## src/rtl/irq_pkg.sv

```systemverilog
package irq_pkg;
    localparam int NLVL   = 8;
    localparam int LVL_W  = $clog2(NLVL);
    localparam int DW     = 8;
    localparam int BASE_W = DW - LVL_W;

    typedef logic [LVL_W-1:0] lvl_t;
    typedef logic [NLVL-1:0]  lvlset_t;

    typedef struct packed {
        logic valid;
        lvl_t lvl;
    } pick_t;

    typedef enum logic [1:0] {
        CMD_EOI  = 2'b00,
        CMD_BASE = 2'b01,
        CMD_MODE = 2'b10,
        CMD_CASC = 2'b11
    } cmd_e;

    typedef struct packed {
        logic              slave;
        lvl_t              id;
        logic [BASE_W-1:0] base;
        lvlset_t           casc_map;
    } cfg_t;

    // lowest-numbered set bit wins (level 0 ranks highest)
    function automatic pick_t pick_lowest(input lvlset_t v);
        pick_t p;
        p = '0;
        for (int i = NLVL - 1; i >= 0; i--) begin
            if (v[i]) begin
                p.valid = 1'b1;
                p.lvl   = lvl_t'(i);
            end
        end
        return p;
    endfunction

    function automatic lvlset_t lvl_onehot(input lvl_t l);
        lvlset_t one;
        one = lvlset_t'(1);
        return one << l;
    endfunction
endpackage

```

## src/rtl/irq_req_latch.sv

```systemverilog
module irq_req_latch
    import irq_pkg::*;
(
    input  logic    clk,
    input  logic    rst,
    input  lvlset_t req_in,
    input  logic    clr_en,
    input  lvl_t    clr_lvl,
    output lvlset_t irr
);
    lvlset_t req_q;
    lvlset_t rise;
    lvlset_t clr;

    always_comb begin
        rise = req_in & ~req_q;
        clr  = clr_en ? lvl_onehot(clr_lvl) : '0;
    end

    // a fresh edge has precedence over the acknowledge clear
    always_ff @(posedge clk) begin
        if (rst) begin
            req_q <= '0;
            irr   <= '0;
        end else begin
            req_q <= req_in;
            irr   <= (irr & ~clr) | rise;
        end
    end
endmodule

```

## src/rtl/irq_regs.sv

```systemverilog
module irq_regs
    import irq_pkg::*;
(
    input  logic          clk,
    input  logic          rst,
    input  logic          bus_wr,
    input  logic          bus_rd,
    input  logic          bus_addr,
    input  logic [DW-1:0] wdata,
    input  lvlset_t       irr,
    output logic [DW-1:0] rdata,
    output lvlset_t       imr,
    output cfg_t          cfg,
    output logic          eoi
);
    cmd_e cmd;

    always_comb begin
        cmd = cmd_e'(wdata[DW-1:DW-2]);
        eoi = bus_wr && !bus_addr && (cmd == CMD_EOI);
    end

    always_ff @(posedge clk) begin
        if (rst) begin
            imr   <= '0;
            cfg   <= '0;
            rdata <= '0;
        end else begin
            if (bus_wr && bus_addr) begin
                imr <= lvlset_t'(wdata);
            end else if (bus_wr) begin
                case (cmd)
                    CMD_BASE: cfg.base <= wdata[BASE_W-1:0];
                    CMD_MODE: begin
                        cfg.slave <= wdata[LVL_W];
                        cfg.id    <= wdata[LVL_W-1:0];
                    end
                    CMD_CASC: cfg.casc_map[wdata[LVL_W-1:0]] <= wdata[LVL_W];
                    default: ;
                endcase
            end
            if (bus_rd) begin
                rdata <= bus_addr ? DW'(imr) : DW'(irr);
            end
        end
    end
endmodule

```

## src/rtl/irq_resolver.sv

```systemverilog
module irq_resolver
    import irq_pkg::*;
(
    input  lvlset_t irr,
    input  lvlset_t imr,
    input  lvlset_t isr,
    output pick_t   win,
    output logic    raise
);
    pick_t top;

    always_comb begin
        win   = pick_lowest(irr & ~imr);
        top   = pick_lowest(isr);
        raise = win.valid && (!top.valid || (win.lvl < top.lvl));
    end
endmodule

```

## src/rtl/irq_ack_seq.sv

```systemverilog
module irq_ack_seq
    import irq_pkg::*;
(
    input  logic          clk,
    input  logic          rst,
    input  logic          ack,
    input  logic          eoi,
    input  pick_t         win,
    input  logic          raise,
    input  cfg_t          cfg,
    input  lvl_t          casc_in,
    output lvlset_t       isr,
    output logic          phase,
    output logic          clr_en,
    output lvl_t          clr_lvl,
    output logic          cpu_irq,
    output logic [DW-1:0] vec_out,
    output logic          vec_valid,
    output lvl_t          casc_out,
    output logic          casc_oe
);
    lvl_t    cur_lvl;
    pick_t   top;
    lvlset_t isr_n;
    logic    first_ack;
    logic    second_ack;
    logic    give_vec;

    always_comb begin
        first_ack  = ack && !phase;
        second_ack = ack && phase;
        clr_en     = first_ack && win.valid;
        clr_lvl    = win.lvl;
        cpu_irq    = raise && !phase;
        top        = pick_lowest(isr);
        isr_n      = isr;
        if (eoi && top.valid) begin
            isr_n = isr_n & ~lvl_onehot(top.lvl);
        end
        if (clr_en) begin
            isr_n = isr_n | lvl_onehot(win.lvl);
        end
        give_vec = cfg.slave ? (casc_in == cfg.id) : !casc_oe;
    end

    always_ff @(posedge clk) begin
        if (rst) begin
            isr       <= '0;
            phase     <= 1'b0;
            cur_lvl   <= '0;
            vec_out   <= '0;
            vec_valid <= 1'b0;
            casc_out  <= '0;
            casc_oe   <= 1'b0;
        end else begin
            isr       <= isr_n;
            vec_valid <= 1'b0;
            if (first_ack) begin
                phase   <= 1'b1;
                cur_lvl <= win.valid ? win.lvl : '1;
                if (!cfg.slave && win.valid && cfg.casc_map[win.lvl]) begin
                    casc_oe  <= 1'b1;
                    casc_out <= win.lvl;
                end
            end else if (second_ack) begin
                phase   <= 1'b0;
                casc_oe <= 1'b0;
                if (give_vec) begin
                    vec_valid <= 1'b1;
                    vec_out   <= {cfg.base, cur_lvl};
                end
            end
        end
    end
endmodule

```

## src/rtl/irq_ctrl8.sv

```systemverilog
module irq_ctrl8
    import irq_pkg::*;
(
    input  logic       clk,
    input  logic       rst,
    input  logic [7:0] req_in,
    input  logic       bus_wr,
    input  logic       bus_rd,
    input  logic       bus_addr,
    input  logic [7:0] wdata,
    output logic [7:0] rdata,
    input  logic       ack,
    output logic       cpu_irq,
    output logic [7:0] vec_out,
    output logic       vec_valid,
    input  logic [2:0] casc_in,
    output logic [2:0] casc_out,
    output logic       casc_oe
);
    lvlset_t irr_w;
    lvlset_t imr_w;
    lvlset_t isr_w;
    cfg_t    cfg_w;
    pick_t   win_w;
    logic    raise_w;
    logic    eoi_w;
    logic    phase_w;
    logic    clr_en_w;
    lvl_t    clr_lvl_w;

    irq_req_latch u_req (
        .clk    (clk),
        .rst    (rst),
        .req_in (req_in),
        .clr_en (clr_en_w),
        .clr_lvl(clr_lvl_w),
        .irr    (irr_w)
    );

    irq_regs u_regs (
        .clk     (clk),
        .rst     (rst),
        .bus_wr  (bus_wr),
        .bus_rd  (bus_rd),
        .bus_addr(bus_addr),
        .wdata   (wdata),
        .irr     (irr_w),
        .rdata   (rdata),
        .imr     (imr_w),
        .cfg     (cfg_w),
        .eoi     (eoi_w)
    );

    irq_resolver u_res (
        .irr  (irr_w),
        .imr  (imr_w),
        .isr  (isr_w),
        .win  (win_w),
        .raise(raise_w)
    );

    irq_ack_seq u_ack (
        .clk      (clk),
        .rst      (rst),
        .ack      (ack),
        .eoi      (eoi_w),
        .win      (win_w),
        .raise    (raise_w),
        .cfg      (cfg_w),
        .casc_in  (casc_in),
        .isr      (isr_w),
        .phase    (phase_w),
        .clr_en   (clr_en_w),
        .clr_lvl  (clr_lvl_w),
        .cpu_irq  (cpu_irq),
        .vec_out  (vec_out),
        .vec_valid(vec_valid),
        .casc_out (casc_out),
        .casc_oe  (casc_oe)
    );
endmodule

```

## config.mk

```make
export PLATFORM = sky130hd
export DESIGN_NAME = irq_ctrl8
export DESIGN_NICKNAME = d
export VERILOG_FILES = /design/src/rtl/irq_pkg.sv /design/src/rtl/irq_req_latch.sv /design/src/rtl/irq_regs.sv /design/src/rtl/irq_resolver.sv /design/src/rtl/irq_ack_seq.sv /design/src/rtl/irq_ctrl8.sv
export SDC_FILE = /design/constraint.sdc
export NUM_CORES = 1
export LEC_CHECK = 0
export BUFFER_PORTS_ARGS = -buffer_cell sky130_fd_sc_hd__buf_2
export CAP_MARGIN = 25
export CELL_PAD_IN_SITES_DETAIL_PLACEMENT = 1
export CELL_PAD_IN_SITES_GLOBAL_PLACEMENT = 2
export CORE_MARGIN = 2
export CORE_UTILIZATION = 34
export CTS_CLUSTER_DIAMETER = 120
export DETAILED_ROUTE_END_ITERATION = 16
export PLACE_DENSITY = 0.89
export SYNTH_ARGS = -nofsm -noshare
export SYNTH_HDL_FRONTEND = slang
export SYNTH_SLANG_ARGS = --single-unit
```

## constraint.sdc

```tcl
create_clock -name clk -period 2.65 [get_ports clk]
set_input_delay 0.53 -clock clk [delete_from_list [all_inputs] [get_ports clk]]
set_output_delay 0.53 -clock clk [all_outputs]
set_load 0.02 [all_outputs]
```

==> key figures <==
Layout
  – Nets: about 460
  – Layout cells sized above 1: 24.3%
  – ANT cells: 0
  – Filler cells: 1145
  – FF+latch area: around 1500 sq um
  – Multi-input logic area: around 1800 sq um
  – P&R area growth vs syn: 22.6%

Logic synthesis
  – Most used flip-flop cell after synthesis: dfxtp_1
  – Area leader, netlist: dfxtp_1
  – Leading post-synthesis cells by cell area: dfxtp_1, mux2i_1, nor2_1
  – Top cell type's share of synthesized area: between 40% and 50%
  – Yosys warns: 0
  – Seq cells post-synth: 74
  – Mapped Area: 3310 sq um
  – Part of the Yosys area used for sequential elements: between 40 and 50%
  – Mapped Nets: roughly 400
  – Ys async rst share: 0%
  – Post-synth EDFFs: 0
  – Library cells used by synthesis: 53
  – Post-synthesis area per instance: between 8 and 9 sq um
  – Mapped Cells: roughly 380

Drt
  – Drt wl/cell: between 15 and 20 um
  – Vias/cell: slightly above 5
  – Drc violations: 0
  – Initial DRT Pass Iterations: 4
  – Routed WL: between 9000 and 10000 um
  – Vias after detailed routing: between 2k and 3k
  – DRT iter0 DRCs: approximately 110
  – Routed Antenna Nets: 0

Critical path
  – Startpoint types: flop
  – Worst reg2reg endpoint: u_ack.casc_out[1]
  – R2r setup slk: between 0.3 and 0.4 ns
  – CP Max Fanout: 3
  – R2R Path Start: u_regs.imr[4]
  – CP required: between 2 and 2.5 ns
  – WP data arrival: around 2.1 ns
  – Setup crit end kind: primary output
  – R2R depth: 8
  – Critical path class: flop to primary output
  – Crit path launch: u_regs.imr[4]

Global route
  – Largest net degree at the start of global routing: 43
  – Grt ovf: 0
  – First-pass GRT wire length: approximately 15000 um
  – Initial antenna violation count: 0
  – Vias in the first global route: ~2.9k
  – Overall routing resource usage: between 10% and 20%

Clocking
  – H-Tree Depth: 3
  – Clock transition at path regs: ~0.08 ns
  – Clk Latency, worst-skew pair: ~0.34 ns
  – CTS sink count: 74
  – Clock buffer count from CTS: 9
  – Clock Tree Root: clkbuf_8
  – Cts hold-fix bufs: 0
  – CTS tree: done
  – Clock buffer depth: 2

Timing
  – Fin crit share: between 90 and 100%
  – F_max: approximately 380 MHz
  – Setup-failing EPs final: 0
  – Slew Limit Fails: 0
  – Worst Skew: around 0.0095 ns
  – PnR worst setup slack: 0.00800 ns
  – Relative slew slack: between 50% and 60%
  – RSZ-0062 raised after global routing: yes
  – Setup TNS: 0 ns
  – Fin crit period: 2.64 ns
  – WHS: about 0.4 ns
  – Slew @ Worst Pin: roughly 0.67 ns
  – Final Hold Violating Endpoints: 0

Hold path
  – WHS Path Cells: 2
  – Hold path startpoint: req_in[6]
  – WHS Endpoint: u_req.req_q[6]
  – HP Class: input port to flop

Run
  – Max_cap viols: 0

Floorplanning
  – IO Pins: 47
  – Row Count: 36
  – Die H: roughly 100 um
  – Starting Density: 34.5%
  – Full die area: about 11000 sq um
  – DIE WIDTH: 103 um
  – Core footprint: around 9600 sq um

Pwr
  – Peak supply drop: between 0.3 and 0.4 mV
  – P per Cell Area: around 640 nW/um^2
  – Pleak: 1.61 nW

Placed design
  – GP Congestion: roughly 0.85
  – Post-Place Worst Slack: -0.0255 ns
  – Dpl hpwl: 6830 um
  – Port bufs: 46

Status
  – Outcome: finished, final reports clean
flip-flops by register name (all words and copies together), names as in the netlist:
| signal | count |
|---|---|
| u_ack.casc_oe | 1 |
| u_ack.casc_out | 3 |
| u_ack.cur_lvl | 3 |
| u_ack.isr | 8 |
| u_ack.phase | 1 |
| u_ack.vec_out | 8 |
| u_ack.vec_valid | 1 |
| u_regs.cfg | 17 |
| u_regs.imr | 8 |
| u_regs.rdata | 8 |
| u_req.irr | 8 |
| u_req.req_q | 8 |
where the power goes:
| group | internal (W) | total (W) | switching, W |
|---|---|---|---|
| sequential | 0.00116 | 0.00120 | 0.0000369 |
| clock | 0.000511 | 0.000925 | 0.000414 |
| combinational | 0.000191 | 0.000453 | 0.000263 |
| total | 0.00186 | 0.00258 | 0.000714 |
critical path, stage by stage (launching register included):
cell and delay, ns:
dfxtp_2 0.33, and2b_4 0.19, nor4b_4 0.34, nor2_2 0.07, ha_1 0.28, a31o_1 0.19, a211oi_2 0.19, buf_4 0.17
cell usage in the layout, fill, tap and decap left out, drive strengths merged, types with 4 or more instances in the layout:
cell	n
a211oi	12
a21oi	33
buf	67
clkbuf	12
dfxtp	74
mux2i	31
nand2	28
nand2b	13
nand3	16
nand3b	4
nor2	55
nor2b	23
nor3	10
nor4	4
o21ai	14
or4	4
area by class of cell:
class	instances	area share (%)
multi-input combinational	281	43.9
sequential	74	36.6
timing repair buffer	67	9.93
tap	133	4.10
clock buffer	12	4.07
clock inverter	4	1.20
inverter	2	0.185
metrics by stage:
step	util, %	cell area [sq um]	cells	power (W)
floorplan	-	3310	378	0.00149
global placement	39.1	3750	552	0.00163
global route	42.3	4060	573	0.00271
detailed placement	39.1	3750	552	0.00164
finish	42.3	4060	573	0.00258
CTS	42.0	4030	571	0.00260
worst max-delay path by stage:
stage	endpoint	slack, ns	depth (start not counted)
floorplan	cpu_irq	0.11	6
global placement	cpu_irq	0.002	7
detailed placement	cpu_irq	-0.03	7
CTS	cpu_irq	-0.02	7
global route	cpu_irq	-0.1	7
finish	cpu_irq	0.008	7
logic make-up after synthesis:
group	share of synthesized area, %
AOI/OAI and AO/OA	14.2
xor gates and xnor gates	0.794
adders and majority gates	0.378
buffers and inverters	2.91
DFF	44.7
muxes	10.1
and+or+nand+nor	26.9
routing by layer:
metal / wire length, um / track usage, %
met4: 160 / 7.38
met1: 4350 / 24.0
met3: 260 / 2.92
met5: 0 / 0
met2: 4360 / 29.6
Yosys cell counts (2+ instances only):
| master | number |
|---|---|
| a21oi_1 | 33 |
| nor2_1 | 55 |
| nor4_1 | 3 |
| or4_1 | 4 |
| nand4_1 | 2 |
| nand2_1 | 27 |
| o21ai_0 | 11 |
| clkbuf_1 | 15 |
| a211oi_1 | 11 |
| nand3_1 | 16 |
| buf_2 | 2 |
| nand3b_1 | 4 |
| nand2b_1 | 12 |
| a22oi_1 | 2 |
| nor2b_1 | 22 |
| nor3_1 | 9 |
| mux2_1 | 2 |
| dfxtp_1 | 74 |
| nor3b_1 | 2 |
| inv_1 | 2 |
| o21ai_1 | 3 |
| a211o_1 | 2 |
| xnor2_1 | 3 |
| mux2i_1 | 31 |
| buf_1 | 3 |
repair_timing:
item                                    4_1_cts  5_1_grt
endpoints found under the setup margin        1        1
setup buffers                                 3        2
resized for setup                            10        5
pin swaps                                     6        6
Note: power is estimated with default switching activity, not from simulation.
